$ cat src/rtl/ipn_pkg.sv
package ipn_pkg;
   localparam int unsigned LANE_W   = 16;
   localparam int unsigned ADDR_W   = 8;
   localparam int unsigned SLOT_MAX = 4;

   typedef enum logic [1:0] {
      GRP_MASK = 2'd0,
      GRP_POL  = 2'd1,
      GRP_EOI  = 2'd2,
      GRP_MODE = 2'd3
   } grp_e;

   typedef struct packed {
      logic [1:0] top;
      grp_e       grp;
      logic [1:0] slot;
      logic [1:0] byte_off;
   } addr_t;
endpackage

$ cat src/rtl/ipn_sync.sv
module ipn_sync #(
   parameter int unsigned W      = 64,
   parameter int unsigned STAGES = 2
) (
   input  logic         clk,
   input  logic         rst_n,
   input  logic [W-1:0] d,
   output logic [W-1:0] q
);
   logic [W-1:0] st [STAGES];

   for (genvar g = 0; g < STAGES; g++) begin : g_stage
      if (g == 0) begin : g_first
         always_ff @(posedge clk or negedge rst_n) begin
            if (!rst_n) st[g] <= '0;
            else        st[g] <= d;
         end
      end else begin : g_next
         always_ff @(posedge clk or negedge rst_n) begin
            if (!rst_n) st[g] <= '0;
            else        st[g] <= st[g-1];
         end
      end
   end

   assign q = st[STAGES-1];
endmodule

$ cat src/rtl/ipn_regs.sv
module ipn_regs
   import ipn_pkg::*;
#(
   parameter int unsigned NUM_LINES = 64
) (
   input  logic                 clk,
   input  logic                 rst_n,
   input  logic                 wr_en,
   input  logic [ADDR_W-1:0]    wr_addr,
   input  logic [LANE_W-1:0]    wr_data,
   input  logic [ADDR_W-1:0]    rd_addr,
   output logic [LANE_W-1:0]    rd_data,
   output logic [NUM_LINES-1:0] mask_q,
   output logic [NUM_LINES-1:0] pol_q,
   output logic [NUM_LINES-1:0] mode_q,
   output logic [NUM_LINES-1:0] eoi_vec
);
   localparam int unsigned NSLOT = NUM_LINES / LANE_W;

   addr_t wa;
   addr_t ra;
   logic  wr_ok;
   logic  rd_ok;

   assign wa    = addr_t'(wr_addr);
   assign ra    = addr_t'(rd_addr);
   assign wr_ok = wr_en && (wa.top == 2'd0) && (wa.byte_off == 2'd0);
   assign rd_ok = (ra.top == 2'd0) && (ra.byte_off == 2'd0);

   for (genvar s = 0; s < NSLOT; s++) begin : g_slot
      logic              sel;
      logic [LANE_W-1:0] m_r;
      logic [LANE_W-1:0] p_r;
      logic [LANE_W-1:0] d_r;

      assign sel = wr_ok && (wa.slot == 2'(s));

      always_ff @(posedge clk or negedge rst_n) begin
         if (!rst_n) begin
            m_r <= '1;
            p_r <= '0;
            d_r <= '0;
         end else if (sel) begin
            case (wa.grp)
               GRP_MASK: m_r <= wr_data;
               GRP_POL:  p_r <= wr_data;
               GRP_MODE: d_r <= wr_data;
               default:  ;
            endcase
         end
      end

      assign mask_q[s*LANE_W +: LANE_W]  = m_r;
      assign pol_q[s*LANE_W +: LANE_W]   = p_r;
      assign mode_q[s*LANE_W +: LANE_W]  = d_r;
      assign eoi_vec[s*LANE_W +: LANE_W] = (sel && wa.grp == GRP_EOI) ? wr_data : '0;
   end

   always_comb begin
      rd_data = '0;
      if (rd_ok) begin
         for (int s = 0; s < NSLOT; s++) begin
            if (ra.slot == 2'(s)) begin
               case (ra.grp)
                  GRP_MASK: rd_data = mask_q[s*LANE_W +: LANE_W];
                  GRP_POL:  rd_data = pol_q[s*LANE_W +: LANE_W];
                  GRP_MODE: rd_data = mode_q[s*LANE_W +: LANE_W];
                  default:  rd_data = '0;
               endcase
            end
         end
      end
   end
endmodule

$ cat src/rtl/ipn_lines.sv
module ipn_lines #(
   parameter int unsigned NUM_LINES = 64
) (
   input  logic                 clk,
   input  logic                 rst_n,
   input  logic [NUM_LINES-1:0] cur,
   input  logic [NUM_LINES-1:0] pol,
   input  logic [NUM_LINES-1:0] mode,
   input  logic [NUM_LINES-1:0] mask,
   input  logic [NUM_LINES-1:0] eoi,
   output logic [NUM_LINES-1:0] irq_out,
   output logic [NUM_LINES-1:0] latch_q,
   output logic [NUM_LINES-1:0] edge_hit
);
   for (genvar i = 0; i < NUM_LINES; i++) begin : g_line
      logic prev_r;
      logic lat_r;
      logic hit;
      logic req;

      // Edge found on the raw synchronized value, so a polarity flip alone
      // never looks like a transition.
      assign hit = pol[i] ? (prev_r & ~cur[i]) : (cur[i] & ~prev_r);

      always_ff @(posedge clk or negedge rst_n) begin
         if (!rst_n) prev_r <= 1'b0;
         else        prev_r <= cur[i];
      end

      always_ff @(posedge clk or negedge rst_n) begin
         if (!rst_n)      lat_r <= 1'b0;
         else if (!mode[i]) lat_r <= 1'b0;
         else if (hit)    lat_r <= 1'b1;
         else if (eoi[i]) lat_r <= 1'b0;
      end

      assign req         = mode[i] ? lat_r : (cur[i] ^ pol[i]);
      assign irq_out[i]  = req & ~mask[i];
      assign latch_q[i]  = lat_r;
      assign edge_hit[i] = hit;
   end
endmodule

$ cat src/rtl/ipn_top.sv
module ipn_top
   import ipn_pkg::*;
#(
   parameter int unsigned NUM_LINES   = 64,
   parameter int unsigned SYNC_STAGES = 2
) (
   input  logic                 clk,
   input  logic                 rst_n,
   input  logic [NUM_LINES-1:0] irq_in,
   output logic [NUM_LINES-1:0] irq_out,
   input  logic                 wr_en,
   input  logic [ADDR_W-1:0]    wr_addr,
   input  logic [LANE_W-1:0]    wr_data,
   input  logic [ADDR_W-1:0]    rd_addr,
   output logic [LANE_W-1:0]    rd_data
);
   if (NUM_LINES == 0 || (NUM_LINES % LANE_W) != 0 || NUM_LINES > LANE_W * SLOT_MAX) begin : g_bad_lines
      $error("NUM_LINES must be a nonzero multiple of 16 and at most 64");
   end
   if (SYNC_STAGES < 2) begin : g_bad_sync
      $error("SYNC_STAGES must be at least 2");
   end

   logic [NUM_LINES-1:0] cur;
   logic [NUM_LINES-1:0] mask_q;
   logic [NUM_LINES-1:0] pol_q;
   logic [NUM_LINES-1:0] mode_q;
   logic [NUM_LINES-1:0] eoi_vec;
   logic [NUM_LINES-1:0] latch_q;
   logic [NUM_LINES-1:0] edge_hit;

   ipn_sync #(.W(NUM_LINES), .STAGES(SYNC_STAGES)) u_sync (
      .clk   (clk),
      .rst_n (rst_n),
      .d     (irq_in),
      .q     (cur)
   );

   ipn_regs #(.NUM_LINES(NUM_LINES)) u_regs (
      .clk     (clk),
      .rst_n   (rst_n),
      .wr_en   (wr_en),
      .wr_addr (wr_addr),
      .wr_data (wr_data),
      .rd_addr (rd_addr),
      .rd_data (rd_data),
      .mask_q  (mask_q),
      .pol_q   (pol_q),
      .mode_q  (mode_q),
      .eoi_vec (eoi_vec)
   );

   ipn_lines #(.NUM_LINES(NUM_LINES)) u_lines (
      .clk      (clk),
      .rst_n    (rst_n),
      .cur      (cur),
      .pol      (pol_q),
      .mode     (mode_q),
      .mask     (mask_q),
      .eoi      (eoi_vec),
      .irq_out  (irq_out),
      .latch_q  (latch_q),
      .edge_hit (edge_hit)
   );
endmodule

$ cat config.mk
export PLATFORM = sky130hd
export DESIGN_NAME = ipn_top
export DESIGN_NICKNAME = d
export VERILOG_FILES = /design/src/rtl/ipn_pkg.sv /design/src/rtl/ipn_sync.sv /design/src/rtl/ipn_regs.sv /design/src/rtl/ipn_lines.sv /design/src/rtl/ipn_top.sv
export SDC_FILE = /design/constraint.sdc
export NUM_CORES = 1
export LEC_CHECK = 0
export BUFFER_PORTS_ARGS = -buffer_cell sky130_fd_sc_hd__buf_2
export CORE_ASPECT_RATIO = 1.75
export CORE_MARGIN = 5
export CORE_UTILIZATION = 62
export CTS_BUF_LIST = sky130_fd_sc_hd__clkbuf_8
export CTS_CLUSTER_SIZE = 28
export DETAILED_ROUTE_END_ITERATION = 7
export GPL_TIMING_DRIVEN = 0
export MAX_ROUTING_LAYER = met4
export PLACE_DENSITY = 0.91
export SLEW_MARGIN = 20
export SYNTH_ARGS = -nofsm -noshare
export SYNTH_HDL_FRONTEND = slang
export SYNTH_SLANG_ARGS = --single-unit
$ cat constraint.sdc
create_clock -name clk -period 2.2 [get_ports clk]
set_clock_uncertainty 0.05 [all_clocks]
set_input_delay 0.33 -clock clk [delete_from_list [all_inputs] [get_ports clk]]
set_output_delay 0.33 -clock clk [all_outputs]
set_load 0.005 [all_outputs]
==> metrics.cfg <==
[power]
power_density_nw_per_um2=734
p_clk_frac=0.362
p_comb_frac=0.126
power_frac_seq=0.512
power_leakage_uw=0.0112
internal_power_uw=12700
ir_drop_mv=0.534
total_power_uw=17700
swShare=0.282
p_switching_uw=4980

[detailed_routing]
routed_via_density=7.11
drc=5
num_vias=16700
drt-pass1-iter-count=8
drt-initial-drc-count=2486
postRouteAntennaNets=0
wire_per_inst_um=30.8
wl_um=72300

[grt]
grt_pass1_vias=16600
grt_max_degree=107
busiest_layer=met2
gr-usage-met1=0.415
track_usage=0.377
grtUsageMet2=0.561
grt_antenna_before_repair=3
gr-total-overflow=0
grtUsageMet3=0.0957
grt_pass1_wl_um=97000

[timing]
whs_ns=0.00522
fin_ws_ns=-0.922
max_freq_ghz=0.320
setup_viol=43
period_minus_slack_ns=3.12
slew_viol_final=0
final_hold_viol_count=0
worstMarginPinSlew_ns=1.11
rsz0062_at_grt=true
post-route-period-util=1.42
slew_headroom=0.259

[layout]
area_growth_pct=23.3
multi_input_area_um2=8110
stdcell_count=2345
drive_gt1_frac=0.400
nets=1990
layout.area.seq_um2=11300
finalCoreUtilization=0.769
fill_cells=1604

[clock_tree]
cts_buffers=61
clkSinkCount=448
clkLatencyLatePin_ns=0.66
cts_tree=yes
clk_pin_slew_ns=0.08
cts_buffer_depth=3
cts-htree-levels=2
clockRootBuffer=clkbuf_8

[floorplan]
fp.dieW_um=144
die_h_um=245
rows=86
core_um2=31300
start_util=0.624
fp.dieArea_um2=35300
io_pins=179

[place]
port_buffers=174
post-place-ws_ns=-0.674
place_congestion=0.953
hpwlAfterDp_um=38300
placed_cells=2094

[min_path]
holdCritPathClass=primary input to flop
worstHoldStart=wr_data[3]

[yosys]
async_flop_share=1.00
synth_fp_nets=1618
synth.most_common_cell=dfrtp_1
synth_edf_count=0
netlist_top_cells_area=dfrtp_1 49%, mux2_2 13%, dfstp_2 8.6%
yosys_warnings=0
synth_area_um2=19500
yosysTopAreaCell=dfrtp_1
synth-seq-area-share=0.578
synth_cell_types=36
synth_top_area_share=0.492
syn_avg_cell_area_um2=12.9
synth_top_cells_by_count=384 x dfrtp_1, 218 x mux2_2, 66 x inv_1, 65 x nor2_1
synth_top_flop_cell=dfrtp_1
synth-seq-cells=448
synthCells=1519

[setup_path]
crit_path_end_kind=output port
worstSetupStartpointType=primary input
path_class=primary input to output port
r2r-start=u_regs.g_slot[1].p_r[5]$_DFFE_PN0P_
required_ns=1.82
startpoint=rd_addr[5]
crit_arrival_ns=2.74
path_max_fanout=10

[run_status]
failed_checks=DRC, setup timing
status=finished with violations

[job]
cap_violations=0

## power groups by stage
| stage | Combinational [uW] | Sequential [uW] | Clock [uW] |
|---|---|---|---|
| floorplan | 864 | 9020 | 0 |
| global placement | 1590 | 9100 | 0 |
| detailed placement | 1680 | 9130 | 0 |
| CTS | 1940 | 8980 | 6260 |
| global route | 2320 | 9070 | 6730 |
| finish | 2220 | 9050 | 6400 |
## repair_timing
action | CTS | global route
hold buffers | 68 | 0
buffers inserted | 40 | 26
resized for setup | 72 | 83
hold endpoints to repair | 164 | 0
cloned | 0 | 5
endpoints found under the setup margin | 46 | 223
pin swaps | 18 | 44
## through the flow
stage               TNS [ns]  area, um^2
CTS                   -33.23       23500
global route          -11.13       24100
finish                -11.23       24100
floorplan                  0       19500
global placement    -3259.66       20900
detailed placement    -57.56       21000
## critical path: stages
cell and delay, ns:
buf_4 0.23, buf_4 0.34, buf_2 0.30, buf_2 0.36, nand3_1 0.15, o211ai_1 0.33, o2111a_1 0.49, buf_2 0.18
## logic make-up after synthesis
kind of cell / share of synthesized area
buffers and inverters: 0.0323
and+or+nand+nor: 0.0754
AOI/OAI and AO/OA: 0.120
DFF: 0.578
muxes: 0.165
xor gates and xnor gates: 0.0287
## routing by layer
| layer | vias to the layer above | wire (um) |
|---|---|---|
| met5 | - | 0 |
| met4 | 0 | 8640 |
| met3 | 703 | 9210 |
| met2 | 1714 | 32600 |
| met1 | 7991 | 21900 |
| li1 | 6259 | - |
## final cells by class
class,instances,area share
Tap cell,396,0.0206
Clock inverter,44,0.00873
Multi-Input combinational cell,923,0.337
Antenna cell,5,0.000519
Sequential cell,448,0.470
Timing Repair Buffer,309,0.0956
Clock buffer,72,0.0411
Buffer,82,0.0169
Inverter,66,0.0103
## layout by cell type, fill, tap and decap left out, types with 4 or more instances in the layout
cell type / instances
dfrtp_1: 366
mux2_2: 200
buf_2: 196
inv_1: 100
clkbuf_8: 72
dlygate4sd3_1: 68
nand2b_1: 64
nand2_1: 64
o22ai_1: 64
a41oi_1: 64
o21a_1: 64
dfstp_2: 64
nor2_1: 58
xor2_1: 51
a211oi_2: 50
buf_4: 47
clkbuf_1: 35
nand3_1: 33
and2_1: 32
mux2i_1: 32
o211ai_1: 31
mux2_4: 24
buf_6: 21
dfrtp_2: 18
mux4_2: 16
o2111a_1: 16
xor2_2: 11
a211oi_1: 11
nand3_2: 11
nor2_2: 7
clkbuf_2: 6
clkinv_2: 6
diode_2: 5
clkbuf_16: 5
buf_1: 4
buf_16: 4
## flip-flops by register name (all words and copies together) (netlist names)
name,count
u_lines.g_line.lat_r,64
u_lines.g_line.prev_r,64
u_regs.g_slot.d_r,64
u_regs.g_slot.m_r,64
u_regs.g_slot.p_r,64
u_sync.q,64
u_sync.st,64
## final timing paths
path	endpoint	slack (ns)	cells after the start
max	rd_data[8]	-0.92	8
min	u_regs.g_slot[0].m_r[3]$_DFFE_PN1P_	0.005	2
max reg2reg	u_lines.g_line[21].lat_r$_DFFE_PN0P_	0.73	5
min reg2reg	u_sync.q[44]$_DFF_PN0_	0.29	0
max in group asynchronous	u_regs.g_slot[1].m_r[12]$_DFFE_PN1P_	0.17	7
min in group asynchronous	u_sync.st[125]$_DFF_PN0_	0.37	3
Note: power is estimated with default switching activity, not from simulation.
